===== config.mk =====
export PLATFORM = sky130hd
export DESIGN_NAME = pci_tgt_ctrl
export DESIGN_NICKNAME = d
export VERILOG_FILES = /design/src/rtl/pci_tgt_pkg.sv /design/src/rtl/pci_tgt_decode.sv /design/src/rtl/pci_tgt_seq.sv /design/src/rtl/pci_tgt_ctrl.sv
export SDC_FILE = /design/constraint.sdc
export NUM_CORES = 1
export LEC_CHECK = 0
export BUFFER_PORTS_ARGS = -buffer_cell sky130_fd_sc_hd__buf_2
export CELL_PAD_IN_SITES_DETAIL_PLACEMENT = 1
export CELL_PAD_IN_SITES_GLOBAL_PLACEMENT = 2
export CORE_MARGIN = 4
export CORE_UTILIZATION = 29
export CTS_CLUSTER_SIZE = 25
export DETAILED_ROUTE_END_ITERATION = 10
export HOLD_SLACK_MARGIN = 0.15
export PLACE_DENSITY = 0.83
export SETUP_SLACK_MARGIN = 0.3
export SLEW_MARGIN = 5
export SYNTH_ARGS = -nofsm -noshare
export SYNTH_HDL_FRONTEND = slang
export SYNTH_SLANG_ARGS = --single-unit

===== constraint.sdc =====
create_clock -name clk -period 3.3 [get_ports clk]
set_clock_uncertainty 0.15 [all_clocks]
set_input_delay 0.495 -clock clk [delete_from_list [all_inputs] [get_ports clk]]
set_output_delay 0.495 -clock clk [all_outputs]
set_load 0.03 [all_outputs]

===== src/rtl/pci_tgt_pkg.sv =====
package pci_tgt_pkg;

    typedef enum logic [2:0] {
        ST_IDLE,
        ST_WAIT,
        ST_XFER,
        ST_HOLD,
        ST_PARK
    } tgt_state_e;

    typedef enum logic [1:0] {
        SP_NONE = 2'd0,
        SP_CFG  = 2'd1,
        SP_IO   = 2'd2,
        SP_MEM  = 2'd3
    } space_e;

    typedef struct packed {
        tgt_state_e st;
        space_e     sp;
        logic       wr;
        logic       frame_prev;
        logic       devsel_n;
        logic       trdy_n;
        logic       stop_n;
        logic       devsel_oe;
        logic       trdy_oe;
        logic       stop_oe;
    } seq_t;

    localparam int CMD_W   = 4;
    localparam int LOW_W   = 2;
    localparam int SPACE_W = 2;

endpackage


===== src/rtl/pci_tgt_decode.sv =====
module pci_tgt_decode
    import pci_tgt_pkg::*;
(
    input  logic [CMD_W-1:0] cmd,
    input  logic [LOW_W-1:0] ad_low,
    input  logic             idsel,
    input  logic             hit,
    output space_e           space
);
    logic cfg_cmd, io_cmd, mem_cmd;

    always_comb begin
        cfg_cmd = (cmd[CMD_W-1:1] == 3'b101);
        io_cmd  = (cmd[CMD_W-1:1] == 3'b001);
        mem_cmd = (cmd[CMD_W-1:1] == 3'b011) || (cmd == 4'b1100) ||
                  (cmd[CMD_W-1:1] == 3'b111);
        if (cfg_cmd && idsel && (ad_low == '0)) begin
            space = SP_CFG;
        end else if (io_cmd && hit) begin
            space = SP_IO;
        end else if (mem_cmd && hit) begin
            space = SP_MEM;
        end else begin
            space = SP_NONE;
        end
    end
endmodule


===== src/rtl/pci_tgt_seq.sv =====
module pci_tgt_seq
    import pci_tgt_pkg::*;
(
    input  logic   clk,
    input  logic   rst_n,
    input  logic   frame_n,
    input  logic   irdy_n,
    input  space_e space,
    input  logic   wr_in,
    output seq_t   cur,
    output logic   strobe
);
    seq_t d, q;
    logic addr_phase, xfer, single_only;

    always_comb begin
        d           = q;
        d.frame_prev = frame_n;
        addr_phase  = !frame_n && q.frame_prev;
        xfer        = (q.st == ST_XFER) && !irdy_n && !q.trdy_n;
        single_only = (q.sp == SP_CFG) || (q.sp == SP_IO);
        case (q.st)
            ST_IDLE, ST_PARK: begin
                d.st        = ST_IDLE;
                d.devsel_n  = 1'b1;
                d.trdy_n    = 1'b1;
                d.stop_n    = 1'b1;
                d.devsel_oe = 1'b0;
                d.trdy_oe   = 1'b0;
                d.stop_oe   = 1'b0;
                if (addr_phase && space != SP_NONE) begin
                    d.st = ST_WAIT;
                    d.sp = space;
                    d.wr = wr_in;
                end
            end
            ST_WAIT: begin
                d.st        = ST_XFER;
                d.devsel_n  = 1'b0;
                d.trdy_n    = 1'b0;
                d.stop_n    = !single_only;
                d.devsel_oe = 1'b1;
                d.trdy_oe   = 1'b1;
                d.stop_oe   = 1'b1;
            end
            ST_XFER: begin
                if (xfer) begin
                    if (frame_n) begin
                        d.st       = ST_PARK;
                        d.devsel_n = 1'b1;
                        d.trdy_n   = 1'b1;
                        d.stop_n   = 1'b1;
                    end else if (single_only) begin
                        d.st     = ST_HOLD;
                        d.trdy_n = 1'b1;
                    end
                end
            end
            ST_HOLD: begin
                if (frame_n) begin
                    d.st       = ST_PARK;
                    d.devsel_n = 1'b1;
                    d.stop_n   = 1'b1;
                end
            end
            default: d.st = ST_IDLE;
        endcase
    end

    always_ff @(posedge clk or negedge rst_n) begin
        if (!rst_n) begin
            q <= '{st: ST_IDLE, sp: SP_NONE, wr: 1'b0, frame_prev: 1'b1,
                   devsel_n: 1'b1, trdy_n: 1'b1, stop_n: 1'b1,
                   devsel_oe: 1'b0, trdy_oe: 1'b0, stop_oe: 1'b0};
        end else begin
            q <= d;
        end
    end

    assign cur    = q;
    assign strobe = (q.st == ST_XFER) && !irdy_n && !q.trdy_n;
endmodule


===== src/rtl/pci_tgt_ctrl.sv =====
module pci_tgt_ctrl
    import pci_tgt_pkg::*;
(
    input  logic               clk,
    input  logic               rst_n,
    input  logic               frame_n,
    input  logic               irdy_n,
    input  logic               idsel,
    input  logic [CMD_W-1:0]   cmd,
    input  logic [LOW_W-1:0]   ad_low,
    input  logic               hit,
    output logic               devsel_n,
    output logic               devsel_oe,
    output logic               trdy_n,
    output logic               trdy_oe,
    output logic               stop_n,
    output logic               stop_oe,
    output logic               rf_strobe,
    output logic               rf_write,
    output logic [SPACE_W-1:0] rf_space
);
    space_e dec_space;
    seq_t   st;

    pci_tgt_decode u_dec (
        .cmd    (cmd),
        .ad_low (ad_low),
        .idsel  (idsel),
        .hit    (hit),
        .space  (dec_space)
    );

    pci_tgt_seq u_seq (
        .clk     (clk),
        .rst_n   (rst_n),
        .frame_n (frame_n),
        .irdy_n  (irdy_n),
        .space   (dec_space),
        .wr_in   (cmd[0]),
        .cur     (st),
        .strobe  (rf_strobe)
    );

    assign devsel_n  = st.devsel_n;
    assign devsel_oe = st.devsel_oe;
    assign trdy_n    = st.trdy_n;
    assign trdy_oe   = st.trdy_oe;
    assign stop_n    = st.stop_n;
    assign stop_oe   = st.stop_oe;
    assign rf_write  = st.wr;
    assign rf_space  = st.sp;
endmodule


Word-level counts from Yosys, hierarchy flattened
Index checks and enable logic that the tools add are counted.
{"block": "totals", "ff_bits": 13, "latchBits": 0, "mem_bits_rw": 0, "mem_bits_ro": 0, "inputBits": 12, "out_inout_bits": 10, "word_cells": 68, "memories": 0}
{"block": "classes", "addsub": 0, "mul": 0, "div": 0, "order_cmp": 0, "eq_ne": 14, "shift": 0, "n_mux": 18, "n_bitwise": 0, "reduce_logical": 26}
{"cell": "2-to-1 mux 3 bit", "n": 5}
{"cell": "case mux 3 bit (4 select lines)", "n": 1}
{"cell": "equality test 3 x 2 -> 1 bit, second input constant", "n": 3}
{"cell": "equality test 3 bit, second input constant", "n": 3}
{"cell": "logical AND 1 bit", "n": 8}
{"cell": "case mux 1 bit (4 select lines)", "n": 2}
{"cell": "equality test 3 x 1 -> 1 bit, second input constant", "n": 2}
{"cell": "2-to-1 mux 2 bit", "n": 3}
{"cell": "case mux 3 bit (2 select lines)", "n": 1}
{"cell": "AND reduction 3 bit", "n": 2}
{"cell": "equality test 4 bit, second input constant", "n": 1}
{"cell": "logical NOT 1 bit", "n": 4}
{"cell": "2-to-1 mux 1 bit", "n": 4}
{"cell": "2-to-1 mux 4 bit", "n": 1}
{"cell": "inequality test 2 bit, second input constant", "n": 2}
{"cell": "AND reduction 2 bit", "n": 2}
{"cell": "nonzero test 2 bit", "n": 2}
{"cell": "nonzero test 4 bit", "n": 1}
{"cell": "logical NOT 3 bit", "n": 1}
{"cell": "logical OR 1 bit", "n": 3}
{"cell": "inequality test 3 x 2 -> 1 bit, second input constant", "n": 1}
{"cell": "case mux 1 bit (3 select lines)", "n": 1}
{"cell": "nonzero test 3 bit", "n": 1}
{"cell": "equality test 2 x 1 -> 1 bit, second input constant", "n": 1}
{"cell": "other kinds (3)", "n": 3}

Longest topological paths before layout
{"block": "depth", "ltp_word": 11, "depth_mapped": 5, "mapped_depth_nobuf": 4}

Hierarchy
From an unflattened synthesis, not the netlist that was laid out.
{"block": "unflattened", "hier_cells": 58, "hier_area_um2": 614.3}
{"module": "pci_tgt_seq", "n_inst": 1, "cells_per_inst": 50, "area_per_inst_um2": 568.0, "seq_area_each_um2": 280.3}
{"module": "pci_tgt_decode", "n_inst": 1, "cells_per_inst": 8, "area_per_inst_um2": 46.3, "seq_area_each_um2": 0.0}

Worst setup path before layout
No wires, ideal clock.
{"block": "synth_path", "path_type": "register -> output", "startpoint": "reg u_seq.q (netlist bit u_seq.cur[12])", "endpoint": "out rf_strobe", "arrival_ps": 1593, "t_required_ps": 2655, "setup_slack_ps": 1062, "path_stages_with_launch": 4, "cell_sequence": "dfrtp_1 -> clkbuf_1 -> nand2b_1 -> nor4_1"}
{"block": "synth_via", "elab_chain_cells": 3}
{"element": "start, declared", "line_no": "pci_tgt_seq.sv:13", "rtl": "seq_t d, q;"}
{"element": "start signal, assigned", "line_no": "pci_tgt_seq.sv:72", "rtl": "q <= '{st: ST_IDLE, sp: SP_NONE, wr: 1'b0, frame_prev: 1'b1,"}
{"element": "equality test 3 x 2 -> 1 bit", "line_no": "pci_tgt_seq.sv:81", "rtl": "assign strobe = (q.st == ST_XFER) && !irdy_n && !q.trdy_n;"}
{"element": "logical AND 1 bit (2 in a row)", "line_no": "pci_tgt_seq.sv:81"}
{"element": "end, declared", "line_no": "pci_tgt_ctrl.sv:18", "rtl": "output logic rf_strobe,"}
Every way passes these cells.

Worst setup path in the final report
Same ends and word-level chain as after synthesis.

==> metrics <==
CP bufs+invs=1; Hold Crit Class=input port to flop; PD cells=843 nW/um2; worst r2r dst=u_seq.cur[7]; gr usage total=11.2%; RSZ-0062 raised after global routing=no; die width=53.4 um; Clock Latency Late Sink=0.26 ns; Fmax=498 MHz; Slowest-stage cell, CP=dfrtp_1; Fillers=245; Sink Count=11; core footprint=1960 um2; yosys warns=0; wire per inst=12.2 um; worst slew pin tran=0.334 ns; GRT Residual Overflow=0; Worst setup EP type=output pin; final cycle utilization of the critical path=60.9%; synthesized area per cell=10.1 um2; WS Path Type=flop to output pin; Mapped Nets=71; max reg flops=11; Worst setup SP type=flop; setup TNS=0 ns; ANT nets after route=0; final hold slack=0.210 ns; io pins=22; CTS tree=yes; Max Cap Violations=0; H-tree depth=1; maximum buffer depth of the clock tree=2; port bufs=21; Synth-to-Final Area Change=23.7%; maximum VDD drop=0.234 mV; HPWL after DPL=1.05 mm; Routed WL=1.30 mm; RR Startpoint=u_seq.cur[10]; hold path start=frame_n; Via Count=505; worst path cell trace=nand2b_1, nor4_1, buf_2; CP top delay family=flip-flops; status=complete, no violations; crit-path max cell delay=0.47 ns; routed vias/inst=4.72; vias in the first global route=491; Req. time, crit path=2.65 ns; Critical Path Fanout Max=9; Antenna Cells=0; fin. max-slew vios=0; clock root buffer=clkbuf_4; number of antenna violations at the first check in global routing=0; leakage=0.334 nW; Rows=16; Slew headroom=77.6%; Worst Reg-to-Reg Cells=4; Final Core Density=37.6%; die span in y=53.4 um; Final Hold Vio Count=0; sequential-to-total area share from yosys stat=47.0%; gpl congestion=0.752; die area=2850 um2; initial core utilization=30.4%; Min-Delay Path Depth=1; Num CTS Buffers=3; Power Total=623 uW; largest net degree at the start of global routing=12; R2R setup slack=1.72 ns; final setup violation count=0; DR pass1 iterations=4; Worst Path Arrival=1.36 ns; first-pass GRT wire length=2.23 mm; Worst-path clk slew=0.07 ns; Worst Hold End=u_seq.cur[6]; residual DRC count=0; Netlist cell types=30; final net count=93; crit path time final=2.01 ns; Cells after Synth=59; synthesized flop and latch total=11; post-synthesis cell area=597 um2; fraction of layout cells with a size suffix above 1=47.5%; Resize count post-CTS=0; Post CTS Setup Buffer Count=0; DRT iter0 DRCs=4
-- report_power, final --
group / total (mW) / leakage (nW) / internal [mW] / switching [mW]
combinational: 0.296 / 0.191 / 0.103 / 0.193
clock: 0.0927 / 0.0150 / 0.0467 / 0.0460
sequential: 0.234 / 0.128 / 0.190 / 0.0437
-- worst max path at each step --
stage / start / to / cells after the start
2_1_floorplan: u_seq.cur[12] / rf_strobe / 3
3_3_place_gp: irdy_n / rf_strobe / 3
3_5_place_dp: irdy_n / rf_strobe / 3
4_1_cts: u_seq.cur[12] / rf_strobe / 3
5_1_grt: u_seq.cur[12] / rf_strobe / 3
6_report: u_seq.cur[12] / rf_strobe / 3
-- worst reg2reg max path, cell delays in order (launching register included) --
cell	delay [ns]
dfrtp_1	0.47
nor2_2	0.22
nand3b_2	0.16
a21oi_2	0.17
mux2_4	0.31
-- synth_stat cells --
cell	count	share of area (%)
nor2_1	11	6.9
dfrtp_1	7	29
buf_4	4	5.0
dfstp_2	4	18
a21oi_1	3	2.5
inv_1	2	1.3
nor3_1	2	1.7
o21ai_0	2	1.7
o21ai_1	2	1.7
o31a_1	2	2.9
a21oi_2	1	1.5
a31oi_1	1	1.0
and2b_4	1	1.7
clkbuf_1	1	0.63
mux2_4	1	2.5
nand2_1	1	0.63
nand2b_1	1	1.0
nand3_1	1	0.84
nand3b_2	1	1.9
nand4_2	1	2.1
nor2_2	1	1.0
nor2b_4	1	2.3
nor4_1	1	1.0
o211ai_1	1	1.3
o21ba_2	1	1.7
o221ai_2	1	2.5
o22a_1	1	1.5
o22a_2	1	1.7
or2_1	1	1.0
xor2_1	1	1.5
-- layout by cell type, fill, tap and decap left out, drive strengths merged, types with 2 or more instances in the layout --
cell type | synthesis | final
buf | 4 | 21
o31a | 2 | 2
nor3 | 2 | 2
a21oi | 4 | 4
inv | 2 | 2
nor2 | 12 | 12
clkbuf | 1 | 4
dfstp | 4 | 4
dfrtp | 7 | 7
o22a | 2 | 2
o21ai | 4 | 4
-- through the flow --
stage	area, um2	worst slack, ns	cells
final	738	1.29	107
after global routing	738	1.16	107
after CTS	738	1.28	107
after detailed placement	702	1.58	102
after global placement	702	1.58	102
after floorplan	597	1.06	59
-- repair_timing --
action | CTS | global route
hold buffers | 1 | 0
endpoints found under the setup margin | 0 | 0
hold endpoints to repair | 7 | 0
-- cell type report --
class,count,area (um2),share of cell area (%)
Multi-Input combinational cell,41,275,37.3
Timing Repair Buffer,22,115,15.6
Tap cell,27,33.8,4.58
Sequential cell,11,280,38.0
Clock buffer,4,26.3,3.56
Inverter,2,7.51,1.02
-- layer usage --
metal | part of all wire, % | GRT usage (%) | vias up
met3 | 3.8 | 1.69 | 2
met1 | 47 | 15.1 | 240
met5 | 0 | 0 | -
li1 | - | - | 252
met4 | 2.1 | 7.66 | 0
met2 | 47 | 16.1 | 11
-- cells by family after synthesis --
| kind of cell | Yosys count | share of synthesized area [%] |
|---|---|---|
| flops | 11 | 47.0 |
| xor+xnor | 1 | 1.47 |
| compound gates | 16 | 19.9 |
| mux | 1 | 2.51 |
| buf+inv | 7 | 6.92 |
| simple gates | 23 | 22.2 |
Note: power is estimated with default switching activity, not from simulation.
